File: src/rtl/rw_pkg.sv
// Shared definitions for the radix walker: mode encodings, entry field
// positions, permission lookup masks and per-mode geometry.
package rw_pkg;

    localparam int PG_OFS    = 12;                    // page offset bits
    localparam int ENT_W     = 64;                    // widest entry
    localparam int PPN_LSB   = 10;                    // page number position
    localparam int PPN_W     = ENT_W - PPN_LSB;       // 54
    localparam int WIDE_W    = PPN_W + PG_OFS;        // full address arithmetic
    localparam int BIT_REF   = 5;
    localparam int BIT_DIRTY = 6;
    localparam int IDX_MAX   = 10;                    // widest level index

    localparam logic [31:0] LUT_TABLE = 32'h0000_000A;
    localparam logic [31:0] LUT_U_RD  = 32'h0000_AAA0;
    localparam logic [31:0] LUT_U_WR  = 32'h0000_8880;
    localparam logic [31:0] LUT_U_EX  = 32'h0000_A0A0;
    localparam logic [31:0] LUT_S_RD  = 32'hAAAA_AAA0;
    localparam logic [31:0] LUT_S_WR  = 32'h8888_8880;
    localparam logic [31:0] LUT_S_EX  = 32'hA0A0_A000;

    typedef enum logic [1:0] {
        MODE_VA32 = 2'd0,
        MODE_VA39 = 2'd1,
        MODE_VA48 = 2'd2,
        MODE_NONE = 2'd3
    } walk_mode_e;

    typedef struct packed {
        logic       ok;
        logic [2:0] levels;
        logic [3:0] idx_bits;
        logic       wide;
        logic [5:0] va_bits;
    } geom_t;

    typedef enum logic [2:0] {
        W_IDLE, W_START, W_LOOK, W_READ, W_EVAL, W_WRITE, W_RESP
    } wstate_e;

    // Geometry of one translation mode.
    function automatic geom_t geom_of(walk_mode_e m);
        geom_t g;
        g = '{ok: 1'b0, levels: 3'd1, idx_bits: 4'd9, wide: 1'b1, va_bits: 6'd21};
        case (m)
            MODE_VA32: g = '{ok: 1'b1, levels: 3'd2, idx_bits: 4'd10, wide: 1'b0, va_bits: 6'd32};
            MODE_VA39: g = '{ok: 1'b1, levels: 3'd3, idx_bits: 4'd9,  wide: 1'b1, va_bits: 6'd39};
            MODE_VA48: g = '{ok: 1'b1, levels: 3'd4, idx_bits: 4'd9,  wide: 1'b1, va_bits: 6'd48};
            default:   ;
        endcase
        return g;
    endfunction

endpackage

File: src/rtl/rw_geom.sv
// Mode decoder and canonical-address check.
// Assumes VA_W is at least 48 so every mode's virtual width fits.
module rw_geom #(
    parameter int VA_W = 64
) (
    input  rw_pkg::walk_mode_e mode,
    input  logic [VA_W-1:0]    va,
    output rw_pkg::geom_t      geom,
    output logic               canon_ok
);
    import rw_pkg::*;

    // Look up the level count, index width and entry size for the mode.
    always_comb geom = geom_of(mode);

    // Every bit from va_bits-1 up to the top must equal the top bit.
    always_comb begin
        canon_ok = 1'b1;
        for (int i = 0; i < VA_W; i++) begin
            if (i >= int'(geom.va_bits) - 1 && va[i] != va[VA_W-1])
                canon_ok = 1'b0;
        end
    end

endmodule

File: src/rtl/rw_perm.sv
// Entry classifier: turns the 5-bit valid+type code into a table flag and
// an access grant for the requested access class.
// Assumes store outranks fetch, and read is checked when neither is set.
module rw_perm (
    input  logic [4:0] code,
    input  logic       sup,
    input  logic       store,
    input  logic       fetch,
    output logic       is_table,
    output logic       allow
);
    import rw_pkg::*;

    logic rd_ok, wr_ok, ex_ok;

    // Pick the per-privilege bits for this code.
    always_comb begin
        is_table = LUT_TABLE[code];
        rd_ok    = sup ? LUT_S_RD[code] : LUT_U_RD[code];
        wr_ok    = sup ? LUT_S_WR[code] : LUT_U_WR[code];
        ex_ok    = sup ? LUT_S_EX[code] : LUT_U_EX[code];
    end

    // Select the permission by access class.
    always_comb begin
        if (store)      allow = wr_ok;
        else if (fetch) allow = ex_ok;
        else            allow = rd_ok;
    end

endmodule

File: src/rtl/rw_index.sv
// Address arithmetic: entry address for the current level and the large-page
// composition of a leaf page number with the untranslated VPN bits.
// Assumes lvl counts the levels still below the current one.
module rw_index #(
    parameter int VA_W = 64
) (
    input  logic [VA_W-1:0]             va,
    input  logic [1:0]                  lvl,
    input  logic [3:0]                  idx_bits,
    input  logic                        wide,
    input  logic [rw_pkg::WIDE_W-1:0]   base,
    input  logic [rw_pkg::PPN_W-1:0]    ppn,
    output logic [rw_pkg::WIDE_W-1:0]   pte_addr,
    output logic [rw_pkg::WIDE_W-1:0]   page
);
    import rw_pkg::*;

    logic [VA_W-1:0]    shifted;
    logic [IDX_MAX-1:0] idx_mask;
    logic [IDX_MAX-1:0] idx;
    logic [4:0]         span;
    logic [PPN_W-1:0]   vpn_ext;
    logic [PPN_W-1:0]   span_mask;

    // Extract the index of this level and scale it by the entry size.
    always_comb begin
        shifted  = va >> (PG_OFS + int'(lvl) * int'(idx_bits));
        idx_mask = (IDX_MAX'(1) << idx_bits) - IDX_MAX'(1);
        idx      = shifted[IDX_MAX-1:0] & idx_mask;
        pte_addr = base + (wide ? (WIDE_W'(idx) << 3) : (WIDE_W'(idx) << 2));
    end

    // Merge the low VPN bits of the levels below into the leaf page number.
    always_comb begin
        span      = 5'(int'(lvl) * int'(idx_bits));
        vpn_ext   = PPN_W'(va >> PG_OFS);
        span_mask = (PPN_W'(1) << span) - PPN_W'(1);
        page      = {ppn | (vpn_ext & span_mask), {PG_OFS{1'b0}}};
    end

endmodule

File: src/rtl/radix_walker.sv
// Top of the radix page-table walker. Accepts one request, walks the table
// level by level through a single-outstanding memory port, writes back the
// referenced/dirty flags of a granted leaf and returns a page base or fault.
// Assumes MEM_BYTES <= 2**PA_W, and that memory holds requests until acked.
module radix_walker #(
    parameter int          VA_W      = 64,
    parameter int          PA_W      = 32,
    parameter logic [63:0] MEM_BYTES = 64'h0000_0001_0000_0000
) (
    input  logic            clk,
    input  logic            rst_n,
    input  logic            req_valid,
    output logic            req_ready,
    input  logic [VA_W-1:0] req_va,
    input  logic            req_sup,
    input  logic            req_store,
    input  logic            req_fetch,
    input  logic [1:0]      req_mode,
    input  logic [PA_W-1:0] req_ptbr,
    output logic            resp_valid,
    output logic            resp_fault,
    output logic [PA_W-1:0] resp_pa,
    output logic            mem_req,
    output logic            mem_we,
    output logic            mem_wide,
    output logic [PA_W-1:0] mem_addr,
    output logic [63:0]     mem_wdata,
    input  logic            mem_ack,
    input  logic [63:0]     mem_rdata
);
    import rw_pkg::*;

    localparam logic [WIDE_W-1:0] LIMIT = WIDE_W'(MEM_BYTES);

    wstate_e              st_q;
    walk_mode_e           mode_q;
    logic [VA_W-1:0]      va_q;
    logic                 sup_q, store_q, fetch_q;
    logic [WIDE_W-1:0]    base_q;
    logic [1:0]           lvl_q;
    logic [ENT_W-1:0]     ent_q;
    logic [PA_W-1:0]      addr_q;
    logic [63:0]          wdata_q;
    logic                 req_q, we_q;
    logic                 fault_q;
    logic [PA_W-1:0]      pa_q;

    geom_t                geom;
    logic                 canon_ok;
    logic                 is_table, allow;
    logic [WIDE_W-1:0]    pte_addr, page;
    logic [PPN_W-1:0]     ppn;

    rw_geom #(.VA_W(VA_W)) u_geom (
        .mode     (mode_q),
        .va       (va_q),
        .geom     (geom),
        .canon_ok (canon_ok)
    );

    rw_perm u_perm (
        .code     (ent_q[4:0]),
        .sup      (sup_q),
        .store    (store_q),
        .fetch    (fetch_q),
        .is_table (is_table),
        .allow    (allow)
    );

    // Page number of the held entry; narrow entries are zero-extended on load.
    always_comb ppn = ent_q[ENT_W-1:PPN_LSB];

    rw_index #(.VA_W(VA_W)) u_index (
        .va       (va_q),
        .lvl      (lvl_q),
        .idx_bits (geom.idx_bits),
        .wide     (geom.wide),
        .base     (base_q),
        .ppn      (ppn),
        .pte_addr (pte_addr),
        .page     (page)
    );

    // Walk sequencer: one state per step of the translation.
    always_ff @(posedge clk) begin
        if (!rst_n) begin
            st_q    <= W_IDLE;
            mode_q  <= MODE_NONE;
            va_q    <= '0;
            sup_q   <= 1'b0;
            store_q <= 1'b0;
            fetch_q <= 1'b0;
            base_q  <= '0;
            lvl_q   <= '0;
            ent_q   <= '0;
            addr_q  <= '0;
            wdata_q <= '0;
            req_q   <= 1'b0;
            we_q    <= 1'b0;
            fault_q <= 1'b0;
            pa_q    <= '0;
        end else begin
            case (st_q)
                W_IDLE: if (req_valid) begin
                    mode_q  <= walk_mode_e'(req_mode);
                    va_q    <= req_va;
                    sup_q   <= req_sup;
                    store_q <= req_store;
                    fetch_q <= req_fetch;
                    base_q  <= WIDE_W'({req_ptbr[PA_W-1:PG_OFS], {PG_OFS{1'b0}}});
                    fault_q <= 1'b0;
                    pa_q    <= '0;
                    st_q    <= W_START;
                end
                W_START: begin
                    lvl_q <= 2'(geom.levels - 3'd1);
                    if (!geom.ok || !canon_ok) begin
                        fault_q <= 1'b1;
                        st_q    <= W_RESP;
                    end else begin
                        st_q    <= W_LOOK;
                    end
                end
                W_LOOK: begin
                    if (pte_addr >= LIMIT) begin
                        fault_q <= 1'b1;
                        st_q    <= W_RESP;
                    end else begin
                        addr_q  <= pte_addr[PA_W-1:0];
                        req_q   <= 1'b1;
                        we_q    <= 1'b0;
                        st_q    <= W_READ;
                    end
                end
                W_READ: if (mem_ack) begin
                    ent_q <= geom.wide ? mem_rdata : {32'b0, mem_rdata[31:0]};
                    req_q <= 1'b0;
                    st_q  <= W_EVAL;
                end
                W_EVAL: begin
                    if (is_table) begin
                        if (lvl_q == 2'd0) begin
                            fault_q <= 1'b1;
                            st_q    <= W_RESP;
                        end else begin
                            base_q  <= {ppn, {PG_OFS{1'b0}}};
                            lvl_q   <= lvl_q - 2'd1;
                            st_q    <= W_LOOK;
                        end
                    end else if (!allow) begin
                        fault_q <= 1'b1;
                        st_q    <= W_RESP;
                    end else begin
                        wdata_q <= ent_q | (ENT_W'(1) << BIT_REF)
                                         | (ENT_W'(store_q) << BIT_DIRTY);
                        req_q   <= 1'b1;
                        we_q    <= 1'b1;
                        st_q    <= W_WRITE;
                    end
                end
                W_WRITE: if (mem_ack) begin
                    req_q <= 1'b0;
                    we_q  <= 1'b0;
                    if (page >= LIMIT) fault_q <= 1'b1;
                    else               pa_q    <= page[PA_W-1:0];
                    st_q  <= W_RESP;
                end
                W_RESP: st_q <= W_IDLE;
                default: st_q <= W_IDLE;
            endcase
        end
    end

    // Drive the ports from the held state.
    always_comb begin
        req_ready  = (st_q == W_IDLE);
        resp_valid = (st_q == W_RESP);
        resp_fault = fault_q;
        resp_pa    = pa_q;
        mem_req    = req_q;
        mem_we     = we_q;
        mem_wide   = geom.wide;
        mem_addr   = addr_q;
        mem_wdata  = wdata_q;
    end

    p_mem_hold_r12: assert property (@(posedge clk) disable iff (!rst_n)
        (mem_req && !mem_ack) |=> (mem_req && $stable(mem_addr)
                                   && $stable(mem_we) && $stable(mem_wdata)));

    p_resp_pulse_r2: assert property (@(posedge clk) disable iff (!rst_n)
        resp_valid |=> (!resp_valid && req_ready));

    p_busy_r2: assert property (@(posedge clk) disable iff (!rst_n)
        (req_valid && req_ready) |=> !req_ready);

    p_mem_range_r5: assert property (@(posedge clk) disable iff (!rst_n)
        mem_req |-> (64'(mem_addr) < MEM_BYTES));

    p_page_base_r13: assert property (@(posedge clk) disable iff (!rst_n)
        (resp_valid && !resp_fault) |-> (resp_pa[PG_OFS-1:0] == '0
                                         && 64'(resp_pa) < MEM_BYTES));

    p_fault_zero_r13: assert property (@(posedge clk) disable iff (!rst_n)
        (resp_valid && resp_fault) |-> (resp_pa == '0));

    p_idle_quiet_r1: assert property (@(posedge clk) disable iff (!rst_n)
        req_ready |-> (!mem_req && !resp_valid));

endmodule

File: config.mk
export PLATFORM = sky130hd
export DESIGN_NAME = radix_walker
export DESIGN_NICKNAME = d
export VERILOG_FILES = /design/src/rtl/rw_pkg.sv /design/src/rtl/rw_geom.sv /design/src/rtl/rw_perm.sv /design/src/rtl/rw_index.sv /design/src/rtl/radix_walker.sv
export SDC_FILE = /design/constraint.sdc
export NUM_CORES = 1
export LEC_CHECK = 0
export BUFFER_PORTS_ARGS = -buffer_cell sky130_fd_sc_hd__buf_2
export CORE_MARGIN = 2
export CORE_UTILIZATION = 44
export DETAILED_ROUTE_END_ITERATION = 7
export PLACE_DENSITY_LB_ADDON = 0.08
export SLEW_MARGIN = 20
export SYNTH_ARGS = -nofsm -noshare
export SYNTH_HDL_FRONTEND = slang
export SYNTH_SLANG_ARGS = --single-unit
File: constraint.sdc
create_clock -name clk -period 10.05 [get_ports clk]
set_clock_uncertainty 0.1 [all_clocks]
set_input_delay 0.5025 -clock clk [delete_from_list [all_inputs] [get_ports clk]]
set_output_delay 0.5025 -clock clk [all_outputs]
set_load 0.02 [all_outputs]
==> implementation parameters, run 1 <==
Parameter                              Value

Yosys
  Most frequently used cell type in the post-synthesis netlist ... nand2_1
  Cell type contributing the most total cell area after synthesis ... dfxtp_1
  Leading cell types by total area after synthesis ... dfxtp_1 38%, nand2_1 12%, a21oi_1 7.7%, mux4_2 7.2%, mux2i_1 3.5%
  Fraction of registers with async set or reset after synthesis ... 0%
  Number of flip-flops and latches in the synthesized netlist ... around 310
  Most common library cells after synthesis ... 527 x nand2_1, 311 x dfxtp_1, 249 x a21oi_1, 126 x clkbuf_1, 107 x nor2_1
  Netlist Area Pre-Place ... 16200 um2
  Mean post-synth cell area ... 8.00 um2
  Number of synthesized flops with an enable pin ... 0
  Most frequently used flop master after synthesis ... dfxtp_1
  Netlist cell types ... 76
  Share of the synthesized area in the top cell type ... 38.5%
  Instance count of the mapped netlist ... 2022
  Synthesis Warnings ... 0
  Share of the yosys chip area belonging to registers ... about two fifths

Clock tree
  Post-CTS setup buffers ... 0
  H-tree Lvls ... 2
  Clock latency on the worst-skew pair ... 530 ps
  Number of buffers added by the clock tree synthesis step ... 36
  Quantity of gates resized following cts ... 0
  Clock tree from TritonCTS ... built
  Number of hold buffers added after CTS ... 0
  Clock-pin transition on the worst setup and hold timing paths ... approximately 60 ps
  Master cell of the clock root buffer ... clkbuf_16
  Maximum buffer depth of the clock tree ... 3
  Sink count of the clock tree ... 311

Worst setup path
  Top fanout value on the critical path ... 29
  CP endpoint kind ... register
  Setup crit start ... mode_q[0]$_SDFFE_PN1P_
  Kind of start point of the critical path ... register
  Worst r2r src ... mode_q[0]$_SDFFE_PN1P_
  Required @ worst endpoint ... about 10000 ps
  Arrival time at the worst endpoint ... 7740 ps
  Critical Setup Path Class ... register to register

Die
  Floorplan die width ... 196 um
  Number of cell rows ... 70
  Die Height ... 196 um
  Total die area ... between 30000 and 40000 um2
  Effective utilization at floorplan ... 44.4%
  Area of the placeable core ... ~36000 um2
  Number of placed I/O pins ... 303

STA
  Setup violations, final ... 0
  Least-Margin Pin Slew ... 1090 ps
  Final hold vios ... 0
  FMAX ... 135 MHz
  Final number of max-transition violations ... 0
  Slew margin rel. ... 27.0%
  Final cycle utilization of the critical path ... 73.7%
  Final Worst Setup Slack ... 2640 ps
  Final Critical Period ... 7410 ps
  RSZ-0062 raised after global routing ... false
  Final sum of negative setup slack ... 0 ps

Run status
  Status ... finished clean

Finish
  Area taken by flip-flops and latches ... between 6000 and 7000 um2
  Final std cells w/o fill ... 2690
  Finished layout cell area ... 18900 um2
  Layout cells sized above 1 ... 19.7%
  Number of nets in the finished design ... 2379
  Ant diodes ... 0
  # fillers ... 3614
  Syn-to-layout area delta ... 16.6%
  Multi-input gate area ... 9260 um2

Drt
  Average vias per placed instance ... between 5 and 6
  First DRT Iteration DRCs ... 1219
  Wirelength per Cell ... 19.9 um
  Number of design rule violations left after detail routing ... 0
  Detailed-router iteration count before antenna repair ... 5
  Via count ... 15600
  Aggregate routed wire length ... 53500 um
  ANT nets after route ... 0

Global routing
  Overflow left after global routing ... 0
  Antenna violations before repair ... 1
  Via count of the first global-routing pass ... ~14000
  Largest net degree at the start of global routing ... about 160
  First-pass GRT wire length ... 83000 um
  Global-route total usage across every layer ... 27.3%

Power
  Power per standard cell area ... 232 nW/um2
  Static Leak ... 7.35 nW
  Maximum resistive drop on vdd ... 0.138 mV
  Final Power ... 4.38 mW

Place
  GP Congestion ... 0.916
  Final HPWL DP ... 38300 um
  Port-buffer cells ... 271
  # placed instances ... 2627
  Worst Setup Slack post-DPL ... 2740 ps
  Area of placed instances ... 17700 um2

Job
  Number of maximum-capacitance violations ... 0

Min path
  Origin of the worst min-delay path ... req_va[33]
  Type of the worst min-delay path ... input pin to register
[placed cells by master, fill, tap and decap left out, drive strengths merged, types with 16 or more instances in the layout]
master and n:
nand2 527, dfxtp 311, buf 298, a21oi 249
nor2 107, nand3 78, mux2i 56, mux4 52
clkbuf 52, and3 44, o21ai 36, nor3 32
a31oi 29, nand4 29, a211oi 24, a311oi 24
xnor2 24, nor4 22, xor2 17, inv 17
conb 16
[routing by layer]
metal | vias up | wire [um] | track usage, % | share of wire (%)
met1 | 7477 | 25600 | 40.9 | 48
met5 | - | 11 | 0 | 0.021
li1 | 7528 | - | - | -
met2 | 504 | 23700 | 41.7 | 44
met3 | 59 | 3330 | 3.85 | 6.2
met4 | 2 | 912 | 5.81 | 1.7
[registers in the layout (all words and copies together) (netlist names), 2 cells and up, named ones only]
name,count
resp_pa,20
mem_addr,30
mode_q,2
ent_q,63
st_q,3
va_q,60
base_q,54
lvl_q,2
mem_wdata,64
[power breakdown]
group / total [mW] / switching [mW] / internal (mW)
logic: 1.49 / 0.940 / 0.553
registers: 1.62 / 0.239 / 1.38
clock network: 1.26 / 0.522 / 0.742
total: 4.38 / 1.70 / 2.68
[per-stage QoR]
stage	hold slack (ps)	util [%]
2_1_floorplan	332	-
3_3_place_gp	339	48.5
3_5_place_dp	343	48.5
4_1_cts	90.8	51.7
5_1_grt	107	51.7
6_report	107	51.7
[path summary, 6_finish.rpt]
path | to | slack (ps) | cells past startpoint
max reg2reg | mem_addr[6]$_SDFFE_PN0P_ | 2640 | 22
min | va_q[33]$_SDFFE_PN0P_ | 110 | 3
max | mem_addr[6]$_SDFFE_PN0P_ | 2640 | 22
min reg2reg | mem_wdata[57]$_SDFFE_PN0P_ | 350 | 2
[worst max-delay path: stages (launching register included)]
cell,delay (ps)
dfxtp_1,400
inv_1,120
ha_1,210
buf_4,210
and2_1,190
ha_2,190
ha_1,390
buf_4,290
nor3_1,670
a22oi_1,200
a21oi_1,180
o31ai_1,200
nor2_1,190
ha_1,250
ha_1,200
nand3_1,190
nor2_1,570
nand4_1,340
nor3_1,260
o22ai_1,150
nor4b_4,970
nand3_4,470
o31ai_1,350
[cells by family (layout without fill, tap and decap cells)]
family	count (synthesis)	in the layout	synth area share, %
buffers and inverters	191	377	5.16
other	2	16	0.0464
DFF	311	311	38.5
adders and majority gates	12	12	0.928
and+or+nand+nor	897	897	25.1
AOI/OAI and AO/OA	459	459	17.3
xor gates and xnor gates	41	41	2.22
muxes	109	109	10.8
[cell type report]
class,count,share of cell area (%)
clock buffer,52,5.47
inverter,17,0.378
tap,468,3.11
multi-input combinational,1534,49.1
clock inverter,10,0.557
timing repair buffer,298,8.37
sequential,311,33.0
Power figures use the tool's default switching activity.
==> inputs of run 2 (changes only) <==
clock period = 6.5 ns   (was 10.05 ns; I/O delays follow)
==> run 2 against run 1 <==
Count of clock-buffer cells in the layout decreased by 1. Sequential share of layout area fell by 2.2 points. Clock power increased by 57%. Critical path type unchanged. Critical endpoint is now mem_addr[23]$_SDFFE_PN0P_.
==> implementation parameters, run 2 (synthesized netlist as in run 1, its figures left out) <==
Parameter                              Value

STA
  FMAX ... 165 MHz
  Final Critical Period ... 6040 ps
  Least-Margin Pin Slew ... approximately 1100 ps
  Worst hold margin ... 20.1 ps
  Final cycle utilization of the critical path ... 93.0%
  Setup violations, final ... 0
  Final number of max-transition violations ... 0
  RSZ-0062 raised after global routing ... false
  Slew margin rel. ... 29.3%
  Final hold vios ... 0
  Final Worst Setup Slack ... about 460 ps
  Final sum of negative setup slack ... 0 ps

Finish
  Final std cells w/o fill ... roughly 2800
  Syn-to-layout area delta ... 24.8%
  Layout cells sized above 1 ... 19.7%
  Most common cell after layout, fill and taps aside ... nand2_1
  Number of flip-flops in the largest register ... 64
  # fillers ... around 3400
  Ant diodes ... 0
  Top library cells by usage in the layout, fill and taps aside ... 526 x nand2_1, 311 x dfxtp_1, 271 x buf_2, 249 x a21oi_1, 114 x dlygate4sd3_1
  Number of nets in the finished design ... roughly 2500
  Finished layout cell area ... 20200 um2

Worst setup path
  Number of cells on the worst reg-to-reg path ... 21
  Critical Setup Path Class ... register to register
  Required @ worst endpoint ... 6780 ps
  Top fanout value on the critical path ... 20
  Arrival time at the worst endpoint ... between 6000 and 7000 ps
  CP endpoint kind ... register
  Worst r2r src ... mode_q[0]$_SDFFE_PN1P_
  Reg-to-reg slack, setup ... 460 ps
  R2r endpoint ... mem_addr[23]$_SDFFE_PN0P_
  Kind of start point of the critical path ... register

Clock tree
  Sink count of the clock tree ... about 310
  Number of buffers added by the clock tree synthesis step ... 37
  H-tree Lvls ... 2
  Master cell of the clock root buffer ... clkbuf_16
  Clock latency on the worst-skew pair ... about 550 ps
  Maximum buffer depth of the clock tree ... 3
  Clock tree from TritonCTS ... built
  Clock-pin transition on the worst setup and hold timing paths ... 60 ps
  Post-CTS setup buffers ... 0

Drt
  Met3 wire length ... 3940 um
  Average vias per placed instance ... 5.71
  Routed metal-1 wire length ... 26500 um
  ANT nets after route ... 0
  Detailed-routed wire length on met2 ... 24900 um
  First DRT Iteration DRCs ... 1140
  Detailed-router iteration count before antenna repair ... 5
  Aggregate routed wire length ... around 57000 um
  Wirelength per Cell ... 20.1 um
  Via count ... 16200
  Uppermost routed layer ... met5
  Number of design rule violations left after detail routing ... 0

Global routing
  Overflow left after global routing ... 0
  Global-route total usage across every layer ... 29.2%
  Via count of the first global-routing pass ... 15300
  Largest net degree at the start of global routing ... 176
  Antenna violations before repair ... 1
  First-pass GRT wire length ... a little under 90000 um

Job
  Number of maximum-capacitance violations ... 0

Run status
  Status ... finished clean

Die
  Total die area ... about 38000 um2
  Area of the placeable core ... 36400 um2
  Die Height ... approximately 200 um
  Floorplan die width ... 196 um
  Effective utilization at floorplan ... around 44%
  Number of cell rows ... 70
  Number of placed I/O pins ... 303

Power
  Power per standard cell area ... ~340 nW/um2
  Maximum resistive drop on vdd ... 0.194 mV
  Static Leak ... 7.95 nW

Min path
  Origin of the worst min-delay path ... mem_rdata[47]
  Type of the worst min-delay path ... input pin to register
  Endpoint, Worst Hold ... ent_q[47]$_SDFFE_PN0P_
  Min-Delay Path Depth ... 4

Place
  Final HPWL DP ... 40100 um
  Area of placed instances ... 17900 um2
  # placed instances ... around 2600
  Port-buffer cells ... between 200 and 300
  Worst Setup Slack post-DPL ... 358 ps
  GP Congestion ... 0.886
==> run 2: where the power goes <==
group	switching [mW]	total [mW]	internal, mW	leakage (nW)
clock network	0.845	1.98	1.14	0.565
registers	0.364	2.51	2.14	2.52
logic	1.50	2.44	0.938	4.86
total	2.71	6.93	4.22	7.95
==> run 2: layout make-up <==
class | count | area [um2] | share of cell area (%)
timing repair buffer | 434 | 2910 | 14.4
sequential | 311 | 6230 | 30.8
clock inverter | 15 | 101 | 0.502
multi-input combinational | 1534 | 9250 | 45.8
inverter | 17 | 71.3 | 0.353
clock buffer | 51 | 1050 | 5.20
tap | 468 | 586 | 2.90
==> run 2: what timing repair did <==
item / in CTS / in global routing
setup endpoints to repair: 0 / 21
gates resized for setup: 0 / 1
hold buffers: 114 / 0
endpoints found under the hold margin: 114 / 0
==> run 2: worst max-delay path, cell delays in order (launching register included) <==
cell and delay (ps):
dfxtp_1 400, inv_1 120, ha_1 370, and2_1 230, ha_2 650, mux4_2 450, a22oi_1 220, a21oi_1 110
o31ai_1 480, buf_4 210, nor2_1 50, ha_1 230, ha_1 220, nand3_1 200, nor2_2 130, and4_1 220
a21oi_1 150, o22ai_1 150, or4b_1 600, nor3_2 270, buf_12 200, a211oi_1 80
==> run 2: metrics by stage <==
step	total power, mW	utilization (%)
after floorplan	4.09	-
after global placement	4.88	49.1
after detailed placement	4.90	49.1
after CTS	6.95	55.4
after global routing	7.30	55.4
final	6.93	55.4
==> run 2: worst max-delay path by stage <==
stage | startpoint | end | slack [ps] | cells after the start
floorplan | mode_q[0]$_SDFFE_PN1P_ | mem_addr[12]$_SDFFE_PN0P_ | 240 | 27
global placement | mode_q[0]$_SDFFE_PN1P_ | mem_addr[15]$_SDFFE_PN0P_ | 430 | 21
detailed placement | mode_q[0]$_SDFFE_PN1P_ | mem_addr[27]$_SDFFE_PN0P_ | 360 | 23
CTS | mode_q[0]$_SDFFE_PN1P_ | mem_addr[27]$_SDFFE_PN0P_ | 330 | 23
global route | mode_q[0]$_SDFFE_PN1P_ | mem_addr[17]$_SDFFE_PN0P_ | 10 | 23
finish | mode_q[0]$_SDFFE_PN1P_ | mem_addr[23]$_SDFFE_PN0P_ | 460 | 21
==> run 2: routing by layer <==
metal	vias up	global-route usage [%]
li1	7803	-
met1	7697	42.3
met2	571	44.4
met3	78	5.04
met4	2	8.98
met5	-	0
==> inputs of run 3 (changes only) <==
==> constraint.sdc (replaced) <==
create_clock -name clk -period 6.5 [get_ports clk]
set_clock_uncertainty 0.1 [all_clocks]
set_input_delay 0.975 -clock clk [delete_from_list [all_inputs] [get_ports clk]]
set_output_delay 0.975 -clock clk [all_outputs]
set_load 0.02 [all_outputs]
==> run 3 against run 2 <==
Non-clock buffer count shrank 111. Clock power grew 6%. Via count shrank 3.0%. Global-route usage shrank 0.63 points. Count of clock-buffer cells in the layout shrank 1. Core utilization shrank 2.8 points. Critical path type unchanged. Largest cell class unchanged. Highest routed layer unchanged.
==> implementation parameters, run 3 (synthesized netlist as in run 1, its figures left out) <==
Parameter                              Value

Worst setup path
  Reg-to-reg slack, setup ... 510 ps
  Cell chain of the critical path ... inv_1 > ha_1 > buf_4 > clkinv_1 > nor2_1 > ha_1 > buf_4 > nor3_1 > a22oi_1 > a21oi_1 > o31ai_1 > buf_4 > nor2_1 > ha_1 > ha_1 > nand3_1 > nor2_2 > nand4_1 > nor3_1 > o22ai_1 > or4b_1 > nor3_2 > buf_12 > mux2i_1
  Kind of start point of the critical path ... register
  CP most frequent cell ... ha_1
  Required @ worst endpoint ... 6880 ps
  Arrival time at the worst endpoint ... 6370 ps
  Buffering stage count on the worst path with inverters included ... 6
  Critical Setup Path Class ... register to register
  Cell family contributing the most delay on the critical path ... simple AND/OR/NAND/NOR gates
  Slowest library cell on the worst path ... or4b_1
  Delay of the slowest cell on the worst path ... 610 ps
  CP endpoint kind ... register
  Top fanout value on the critical path ... 20

Finish
  Number of flip-flops in the largest register ... 64
  Layout cells sized above 1 ... 21.0%
  Final std cells w/o fill ... roughly 2700
  Syn-to-layout area delta ... 18.5%
  Final Core Density ... approximately 53%
  # fillers ... 3650
  Ant diodes ... 0
  Number of nets in the finished design ... 2405
  Top library cells by usage in the layout, fill and taps aside ... 526 x nand2_1, 311 x dfxtp_1, 271 x buf_2, 249 x a21oi_1, 103 x nor2_1
  Most common cell after layout, fill and taps aside ... nand2_1

Run status
  Status ... finished clean

STA
  RSZ-0062 raised after global routing ... false
  Final sum of negative setup slack ... 0 ps
  Least-Margin Pin Slew ... around 1100 ps
  Final number of max-transition violations ... 0
  Final cycle utilization of the critical path ... 92.1%
  Final Worst Setup Slack ... 514 ps
  Final hold vios ... 0
  Final Critical Period ... 5990 ps
  FMAX ... 167 MHz
  Worst hold margin ... ~350 ps
  Setup violations, final ... 0
  Slew margin rel. ... 28.5%

Die
  Die Height ... between 150 and 200 um
  Number of placed I/O pins ... 303
  Number of cell rows ... 70
  Area of the placeable core ... 36400 um2
  Effective utilization at floorplan ... ~44%
  Total die area ... approximately 38000 um2
  Floorplan die width ... between 150 and 200 um

Drt
  Average vias per placed instance ... 5.76
  Detailed-routed wire length on met2 ... about 24000 um
  Met3 wire length ... between 3000 and 4000 um
  Routed metal-1 wire length ... around 26000 um
  Number of design rule violations left after detail routing ... 0
  Detailed-router iteration count before antenna repair ... 5
  Aggregate routed wire length ... approximately 56000 um
  Uppermost routed layer ... met5
  Wirelength per Cell ... 20.4 um
  Via count ... approximately 16000
  First DRT Iteration DRCs ... around 1100
  ANT nets after route ... 0

Place
  Port-buffer cells ... 271
  Worst Setup Slack post-DPL ... between 300 and 400 ps
  GP Congestion ... 0.897
  # placed instances ... 2653
  Final HPWL DP ... about 40000 um

Clock tree
  Clock tree from TritonCTS ... built
  Sink count of the clock tree ... 311
  Number of buffers added by the clock tree synthesis step ... 37
  Maximum buffer depth of the clock tree ... 3
  Clock-pin transition on the worst setup and hold timing paths ... 60 ps
  Clock latency on the worst-skew pair ... 570 ps
  Master cell of the clock root buffer ... clkbuf_16
  H-tree Lvls ... 2
  Post-CTS setup buffers ... 0

Global routing
  Largest net degree at the start of global routing ... 167
  First-pass GRT wire length ... 86000 um
  Via count of the first global-routing pass ... 14600
  Antenna violations before repair ... 2
  Global-route total usage across every layer ... 28.6%
  Overflow left after global routing ... 0

Power
  Static Leak ... 7.53 nW
  Power per standard cell area ... 365 nW/um2
  Maximum resistive drop on vdd ... ~0.24 mV

Job
  Number of maximum-capacitance violations ... 0

Min path
  Type of the worst min-delay path ... register to register
run 3: cell count changes in the layout (fill, tap and decap cells not counted), moves of 2 or more:
cell / previous run / this run
clkbuf_1: 8 / 6
clkinv_2: 9 / 7
bufinv_16: 0 / 2
buf_4: 45 / 49
dlygate4sd3_1: 114 / 0
run 3: power by group:
part / leakage, nW / internal, mW / total, mW / switching [mW]
registers: 2.52 / 2.14 / 2.50 / 0.355
clock network: 0.600 / 1.23 / 2.10 / 0.868
logic: 4.40 / 0.899 / 2.39 / 1.50
run 3: area by class of cell:
type                       count  area, um2  share of cell area, %
clock inverter                17        179                  0.933
timing repair buffer         323       1780                   9.31
clock buffer                  50       1060                   5.51
multi-input combinational   1534       9270                   48.3
inverter                      17       71.3                  0.372
tap                          468        586                   3.05
sequential                   311       6230                   32.5
run 3: final timing paths:
kind,startpoint,to,cells after the start
hold / removal,mem_wdata[21]$_SDFFE_PN0P_,mem_wdata[21]$_SDFFE_PN0P_,2
setup reg to reg,mode_q[1]$_SDFFE_PN1P_,mem_addr[12]$_SDFFE_PN0P_,24
setup / recovery,mode_q[1]$_SDFFE_PN1P_,mem_addr[12]$_SDFFE_PN0P_,24
hold reg to reg,mem_wdata[21]$_SDFFE_PN0P_,mem_wdata[21]$_SDFFE_PN0P_,2
run 3: worst min-delay path, delay by kind of cell, from the launching register on:
kind	cells	cell delay (ps)
flops	1	300
simple gates	1	50
compound gates	1	50
run 3: per-stage QoR:
stage	power, mW	area, um2
final	6.99	19200
after global routing	7.36	19200
after CTS	7.02	19200
after detailed placement	4.91	17900
after global placement	4.88	17900
after floorplan	4.09	16200
run 3: layer usage:
layer,vias to the layer above,global-route usage (%)
li1,7568,-
met1,7528,41.8
met2,494,42.9
met3,71,5.47
met4,2,8.25
met5,-,0
run 3: what timing repair did:
item / CTS / global route
endpoints found under the setup margin: 0 / 21
hold buffers: 0 / 0
resized for setup: 0 / 3
